### src/rtl/tsa_pkg.sv
package tsa_pkg;
  localparam int SSEL_W = 4;
  localparam int CSEL_W = 4;
  localparam int CNT_W  = 3;
  localparam int N_CHAN = 1 << CSEL_W;
  localparam int LEN_W  = CNT_W + 3;
  localparam int ENTRY_W = 2 + SSEL_W + CSEL_W + CNT_W + 2;

  typedef struct packed {
    logic              multi;
    logic              swtab;
    logic [SSEL_W-1:0] ssel;
    logic [CSEL_W-1:0] csel;
    logic [CNT_W-1:0]  cnt;
    logic              byt;
    logic              last;
  } slot_t;

  // ticks in slot minus one
  function automatic logic [LEN_W-1:0] slot_len_m1(input slot_t s);
    if (s.byt) return {s.cnt, 3'b111};
    else       return {3'b000, s.cnt};
  endfunction

  function automatic logic [N_CHAN-1:0] chan_onehot(input logic [CSEL_W-1:0] code);
    logic [N_CHAN-1:0] v;
    v = '0;
    for (int k = 1; k < N_CHAN; k++) begin
      if (code == CSEL_W'(k)) v[k] = 1'b1;
    end
    return v;
  endfunction
endpackage

### src/rtl/tsa_table.sv
module tsa_table
  import tsa_pkg::*;
#(
  parameter int DEPTH = 16,
  parameter int AW    = $clog2(DEPTH)
) (
  input  logic          clk,
  input  logic          rst_n,
  input  logic          we,
  input  logic [AW-1:0] waddr,
  input  slot_t         wdata,
  input  logic [AW-1:0] raddr,
  output slot_t         rdata
);
  slot_t mem [DEPTH];

  always_ff @(posedge clk or negedge rst_n) begin
    if (!rst_n) begin
      for (int i = 0; i < DEPTH; i++) mem[i] <= '0;
    end else if (we && ({1'b0, waddr} < (AW+1)'(DEPTH))) begin
      mem[waddr] <= wdata;
    end
  end

  always_comb begin
    if ({1'b0, raddr} < (AW+1)'(DEPTH)) rdata = mem[raddr];
    else                                rdata = '0;
  end
endmodule

### src/rtl/tsa_walker.sv
module tsa_walker
  import tsa_pkg::*;
#(
  parameter int DEPTH = 16,
  parameter int AW    = $clog2(DEPTH)
) (
  input  logic              clk,
  input  logic              rst_n,
  input  logic              enable,
  input  logic              tick,
  input  logic              sync,
  output logic [AW-1:0]     rd_addr,
  input  slot_t             rd_data,
  output logic [N_CHAN-1:0] chan_en,
  output logic [SSEL_W-1:0] strobe,
  output logic              multi,
  output logic              swtab
);
  localparam logic [AW-1:0] LAST_ADDR = AW'(DEPTH - 1);

  logic              active_q, active_d;
  logic [AW-1:0]     ptr_q, ptr_d;
  logic [LEN_W-1:0]  remain_q, remain_d;
  logic              last_q, last_d;
  logic [N_CHAN-1:0] chan_q, chan_d;
  logic [SSEL_W-1:0] strb_q, strb_d;
  logic              multi_q, multi_d;
  logic              swtab_q, swtab_d;
  logic              do_load, do_clear;

  // next entry: entry 0 on sync, otherwise the one after the current
  always_comb begin
    if (sync) rd_addr = '0;
    else      rd_addr = ptr_q + 1'b1;
  end

  always_comb begin
    do_load  = 1'b0;
    do_clear = 1'b0;
    if (!enable) begin
      do_clear = 1'b1;
    end else if (tick) begin
      if (sync) begin
        do_load = 1'b1;
      end else if (active_q && (remain_q == '0)) begin
        if (last_q || (ptr_q == LAST_ADDR)) do_clear = 1'b1;
        else                                do_load  = 1'b1;
      end
    end
  end

  always_comb begin
    active_d = active_q;
    ptr_d    = ptr_q;
    remain_d = remain_q;
    last_d   = last_q;
    chan_d   = chan_q;
    strb_d   = strb_q;
    multi_d  = multi_q;
    swtab_d  = swtab_q;
    if (do_clear) begin
      active_d = 1'b0;
      ptr_d    = '0;
      remain_d = '0;
      last_d   = 1'b0;
      chan_d   = '0;
      strb_d   = '0;
      multi_d  = 1'b0;
      swtab_d  = 1'b0;
    end else if (do_load) begin
      active_d = 1'b1;
      ptr_d    = rd_addr;
      remain_d = slot_len_m1(rd_data);
      last_d   = rd_data.last;
      chan_d   = chan_onehot(rd_data.csel);
      strb_d   = rd_data.ssel;
      multi_d  = rd_data.multi;
      swtab_d  = rd_data.swtab;
    end else if (enable && tick && active_q) begin
      remain_d = remain_q - 1'b1;
    end
  end

  always_ff @(posedge clk or negedge rst_n) begin
    if (!rst_n) begin
      active_q <= 1'b0;
      ptr_q    <= '0;
      remain_q <= '0;
      last_q   <= 1'b0;
      chan_q   <= '0;
      strb_q   <= '0;
      multi_q  <= 1'b0;
      swtab_q  <= 1'b0;
    end else begin
      active_q <= active_d;
      ptr_q    <= ptr_d;
      remain_q <= remain_d;
      last_q   <= last_d;
      chan_q   <= chan_d;
      strb_q   <= strb_d;
      multi_q  <= multi_d;
      swtab_q  <= swtab_d;
    end
  end

  assign chan_en = chan_q;
  assign strobe  = strb_q;
  assign multi   = multi_q;
  assign swtab   = swtab_q;
endmodule

### src/rtl/tsa_sequencer.sv
module tsa_sequencer
  import tsa_pkg::*;
#(
  parameter int DEPTH = 16,
  parameter int AW    = $clog2(DEPTH)
) (
  input  logic               clk,
  input  logic               rst_n,
  input  logic               enable,
  input  logic               common_mode,
  input  logic               rx_tick,
  input  logic               rx_sync,
  input  logic               tx_tick,
  input  logic               tx_sync,
  input  logic               wr_valid,
  output logic               wr_ready,
  input  logic               wr_dir,
  input  logic [AW-1:0]      wr_addr,
  input  logic [ENTRY_W-1:0] wr_data,
  output logic [N_CHAN-1:0]  rx_chan_en,
  output logic [SSEL_W-1:0]  rx_strobe,
  output logic               rx_multi,
  output logic               rx_swtab,
  output logic [N_CHAN-1:0]  tx_chan_en,
  output logic [SSEL_W-1:0]  tx_strobe,
  output logic               tx_multi,
  output logic               tx_swtab
);
  localparam int N_DIR = 2;

  logic [N_DIR-1:0]  tick_d;
  logic [N_DIR-1:0]  sync_d;
  logic [N_DIR-1:0]  we_d;
  logic [N_CHAN-1:0] chan_d  [N_DIR];
  logic [SSEL_W-1:0] strb_d  [N_DIR];
  logic [N_DIR-1:0]  multi_d;
  logic [N_DIR-1:0]  swtab_d;
  logic              accept;

  // static routing: writes only while the sequencer is stopped
  assign wr_ready = !enable;
  assign accept   = wr_valid && wr_ready;

  assign tick_d[0] = rx_tick;
  assign sync_d[0] = rx_sync;
  assign tick_d[1] = common_mode ? rx_tick : tx_tick;
  assign sync_d[1] = common_mode ? rx_sync : tx_sync;

  generate
    for (genvar d = 0; d < N_DIR; d++) begin : g_dir
      logic [AW-1:0] raddr;
      slot_t         rdata;

      assign we_d[d] = accept && (wr_dir == d[0]);

      tsa_table #(.DEPTH(DEPTH), .AW(AW)) u_table (
        .clk   (clk),
        .rst_n (rst_n),
        .we    (we_d[d]),
        .waddr (wr_addr),
        .wdata (slot_t'(wr_data)),
        .raddr (raddr),
        .rdata (rdata)
      );

      tsa_walker #(.DEPTH(DEPTH), .AW(AW)) u_walker (
        .clk     (clk),
        .rst_n   (rst_n),
        .enable  (enable),
        .tick    (tick_d[d]),
        .sync    (sync_d[d]),
        .rd_addr (raddr),
        .rd_data (rdata),
        .chan_en (chan_d[d]),
        .strobe  (strb_d[d]),
        .multi   (multi_d[d]),
        .swtab   (swtab_d[d])
      );
    end
  endgenerate

  assign rx_chan_en = chan_d[0];
  assign rx_strobe  = strb_d[0];
  assign rx_multi   = multi_d[0];
  assign rx_swtab   = swtab_d[0];
  assign tx_chan_en = chan_d[1];
  assign tx_strobe  = strb_d[1];
  assign tx_multi   = multi_d[1];
  assign tx_swtab   = swtab_d[1];
endmodule

### config.mk
export PLATFORM = sky130hd
export DESIGN_NAME = tsa_sequencer
export DESIGN_NICKNAME = d
export VERILOG_FILES = /design/src/rtl/tsa_pkg.sv /design/src/rtl/tsa_table.sv /design/src/rtl/tsa_walker.sv /design/src/rtl/tsa_sequencer.sv
export SDC_FILE = /design/constraint.sdc
export NUM_CORES = 1
export LEC_CHECK = 0
export BUFFER_PORTS_ARGS = -buffer_cell sky130_fd_sc_hd__buf_2
export CAP_MARGIN = 10
export CORE_UTILIZATION = 55
export DETAILED_ROUTE_END_ITERATION = 7
export GPL_TIMING_DRIVEN = 0
export PLACE_DENSITY = 0.72
export SLEW_MARGIN = 40
export SYNTH_ARGS = -nofsm -noshare
export SYNTH_HDL_FRONTEND = slang
export SYNTH_SLANG_ARGS = --single-unit
### constraint.sdc
create_clock -name clk -period 3.8 [get_ports clk]
set_input_delay 0.76 -clock clk [delete_from_list [all_inputs] [get_ports clk]]
set_output_delay 0.76 -clock clk [all_outputs]
set_load 0.005 [all_outputs]
==> impl_metrics.csv <==
group,metric,value,unit
clock_network,htreeDepth,2,
timing,tightestPinTransition,0.936,ns
timing,finalSetupViolCount,0,
routing,wl_per_cell,28.7,um
setup_path,cp-end-kind,"register",
yosys,synth_most_common_cell,"dfrtp_1",
placed_design,place_congestion,0.935,
finish,syn_to_final_growth,12.7,%
finish,fin_nets,2177,
setup_path,crit_arrival,4.21,ns
pwr,p_leak,13.2,nW
yosys,synth_area,25700,um^2
timing,layout_min_cycle_time,3.66,ns
clock_network,clkTransAtPathRegs,0.07,ns
grt,grt_pass1_vias,19100,
yosys,syn_area_per_cell,12.8,um^2
floorplanning,die_height,218,um
timing,post-route-period-util,0.963,
finish,fillCellCount,3471,
grt,grt_start_max_net_pins,79,
floorplanning,core-area,45700,um^2
yosys,syn_inst,2006,
setup_path,worstSetupPathType,"reg -> reg",
finish,drive_gt1_frac,0.367,
grt,grt_pass1_wl,121000,um
yosys,synth_edf_count,0,
setup_path,start_kind,"register",
timing,setup_tns,0,ns
yosys,synthDistinctLibCells,76,
pwr,combPwrFrac,0.144,
yosys,yosys-top-cells-area,"dfrtp_1, mux2_2, mux4_2",
routing,drtIter0Drc,2252,
timing,slew_headroom,0.376,
clock_network,root_buffer,"clkbuf_16",
routing,vias,18800,
yosys,ys.flop_type,"dfrtp_1",
job,cap_violations,0,
routing,antenna_left,0,
grt,antenna_found_initial,0,
placed_design,io_buffer_count,70,
yosys,synth_top_cell_area_share,0.532,
routing,dr.pass1.iters,5,
pwr,power.switching,3.88,mW
floorplanning,dieArea,47600,um^2
pwr,power-per-cell-area,507,nW/um^2
timing,final-max-slew-violation-count,0,
clock_network,ctsHoldBuffers,0,
placed_design,dpl_cell_area,27100,um^2
pwr,p_clk_frac,0.383,
pwr,swShare,0.265,
placed_design,dpl.hpwl,56500,um
finish,seq_area,13700,um^2
floorplanning,start_util,0.562,
finish,num_antenna_cells,0,
grt,grt_overflow,0,
grt,grt_use_total,0.345,
clock_network,cts_tree,"built",
yosys,yosys_warnings,0,
clock_network,clk_path_buf_depth,3,
yosys,ys_async_sr_fraction,1.00,
finish,multi_input_area,11300,um^2
timing,hold_viol_final,0,
clock_network,cts_sinks,546,
setup_path,crit_required,4.35,ns
finish,stdcell_area,29000,um^2
pwr,peakVddDrop,0.321,mV
timing,finalWorstSetupSlack,0.140,ns
routing,routed_wl,79900,um
floorplanning,pin_count,74,
placed_design,pre_cts_slack,0.0328,ns
yosys,yosys_register_bits,546,
yosys,synth_common_cells,"dfrtp_1, mux2_2, nand2_1, clkbuf_1, nor2_1",
floorplanning,die_x,218,um
pwr,p_int,10.8,mW
clock_network,cts_resized,0,
clock_network,clk_latency,0.62,ns
yosys,synth-seq-area-share,0.532,
pwr,pwr-share-seq,0.473,
routing,drc,0,
worst_hold_path,hold_path_class,"in -> async",
yosys,yosys.area.top_type,"dfrtp_1",
clock_network,cts_buffers,57,
floorplanning,num_rows,78,
timing,finalClockSkew,0.0145,ns
setup_path,worstPathMaxFanout,10,
timing,fmax,0.273,GHz
clock_network,post_cts_buffers,0,
timing,rsz0062_at_grt,"no",
routing,viasPerCell,6.77,
outcome,status,"finished, final reports clean",
-- state kept, by name, indices dropped and copies added, names as in the netlist --
name and flops:
g_dir.u_table.mem 480, g_dir.u_walker.chan_en 30, g_dir.u_walker.remain_q 12, g_dir.u_walker.ptr_q 8, g_dir.u_walker.strobe 8, g_dir.u_walker.active_q 2
g_dir.u_walker.last_q 2, g_dir.u_walker.multi 2, g_dir.u_walker.swtab 2
-- metal layers --
metal / vias to the layer above / part of all wire / GRT usage
met2: 1044 / 0.45 / 0.512
met5: - / 0 / 0
met3: 211 / 0.099 / 0.0855
met1: 9858 / 0.41 / 0.486
met4: 0 / 0.039 / 0.139
li1: 7708 / - / -
-- final cells by class --
type,instances,share of cell area
well taps,600,0.0259
flip-flops and latches,546,0.472
plain buffers,168,0.0262
clock inverters,18,0.00752
multi-input cells,1278,0.390
clock buffers,78,0.0562
inverters,15,0.00194
repair buffers,78,0.0201
-- through the flow --
| step | cells | utilization | hold slack (ns) | total power, mW |
|---|---|---|---|---|
| after global placement | 2677 | 0.586 | 0.462 | 8.95 |
| after detailed placement | 2685 | 0.593 | 0.474 | 9.10 |
| after floorplan | 2007 | - | 0.464 | 8.32 |
| after global routing | 2781 | 0.634 | 0.0700 | 15.1 |
| final | 2781 | 0.634 | 0.0384 | 14.7 |
| after CTS | 2781 | 0.633 | 0.0414 | 14.6 |
-- cell usage in the layout, fill, tap and decap left out, types with 21 or more instances in the layout --
cell type | synthesis | routed
mux4_2 | 46 | 46
nor2_1 | 65 | 59
clkbuf_16 | 0 | 58
a31oi_1 | 24 | 24
mux2i_1 | 27 | 27
clkbuf_1 | 116 | 94
clkbuf_2 | 0 | 32
buf_2 | 23 | 92
mux2_2 | 493 | 493
a211oi_1 | 29 | 29
nand3_1 | 21 | 21
a21oi_1 | 40 | 40
dfrtp_1 | 546 | 546
o22ai_1 | 26 | 26
o21ai_0 | 59 | 59
nand2_1 | 132 | 132
-- path summary, 6_finish.rpt --
kind | from | endpoint | slack [ns] | cells after the start
setup / recovery | g_dir[1].u_walker.ptr_q[1]$_DFFE_PN0P_ | g_dir[1].u_walker.chan_en[9]$_DFFE_PN0P_ | 0.14 | 8
min in group clk | wr_data[6] | g_dir[1].u_table.mem[21]$_DFFE_PN0P_ | 0.44 | 2
setup reg to reg | g_dir[1].u_walker.ptr_q[1]$_DFFE_PN0P_ | g_dir[1].u_walker.chan_en[9]$_DFFE_PN0P_ | 0.14 | 8
hold / removal | rst_n | g_dir[0].u_table.mem[66]$_DFFE_PN0P_ | 0.04 | 1
max in group asynchronous | rst_n | g_dir[1].u_table.mem[148]$_DFFE_PN0P_ | 2.08 | 5
hold reg to reg | g_dir[0].u_walker.chan_en[9]$_DFFE_PN0P_ | g_dir[0].u_walker.chan_en[9]$_DFFE_PN0P_ | 0.48 | 2
-- cells by family (layout without fill, tap and decap cells) --
| group | count (synthesis) | count (layout) | synth area share |
|---|---|---|---|
| buffers and inverters | 183 | 357 | 0.0302 |
| multiplexers | 568 | 568 | 0.268 |
| adder cells (fa/ha/maj) | 4 | 4 | 0.00195 |
| other | 1 | 2 | 0.000146 |
| XOR/XNOR | 12 | 12 | 0.00439 |
| flip-flops | 546 | 546 | 0.532 |
| AND/OR/NAND/NOR | 333 | 333 | 0.0613 |
| AO/OA/AOI/OAI | 359 | 359 | 0.101 |
-- worst max-delay path: stages, from the launching register on --
cell and delay, ns:
dfrtp_1 0.40, ha_1 0.28, clkbuf_1 0.37, clkbuf_1 0.61
clkbuf_1 0.65, a211oi_1 0.25, a32o_1 0.32, nor4_1 0.49
a22o_1 0.22
-- power by group through the flow --
| stage | clock network (mW) | logic [mW] | registers [mW] |
|---|---|---|---|
| 2_1_floorplan | 0 | 1.43 | 6.88 |
| 3_3_place_gp | 0 | 1.97 | 6.98 |
| 3_5_place_dp | 0 | 2.08 | 7.02 |
| 4_1_cts | 5.63 | 2.09 | 6.92 |
| 5_1_grt | 5.86 | 2.27 | 7.01 |
| 6_report | 5.61 | 2.12 | 6.94 |
Power figures use the tool's default switching activity.
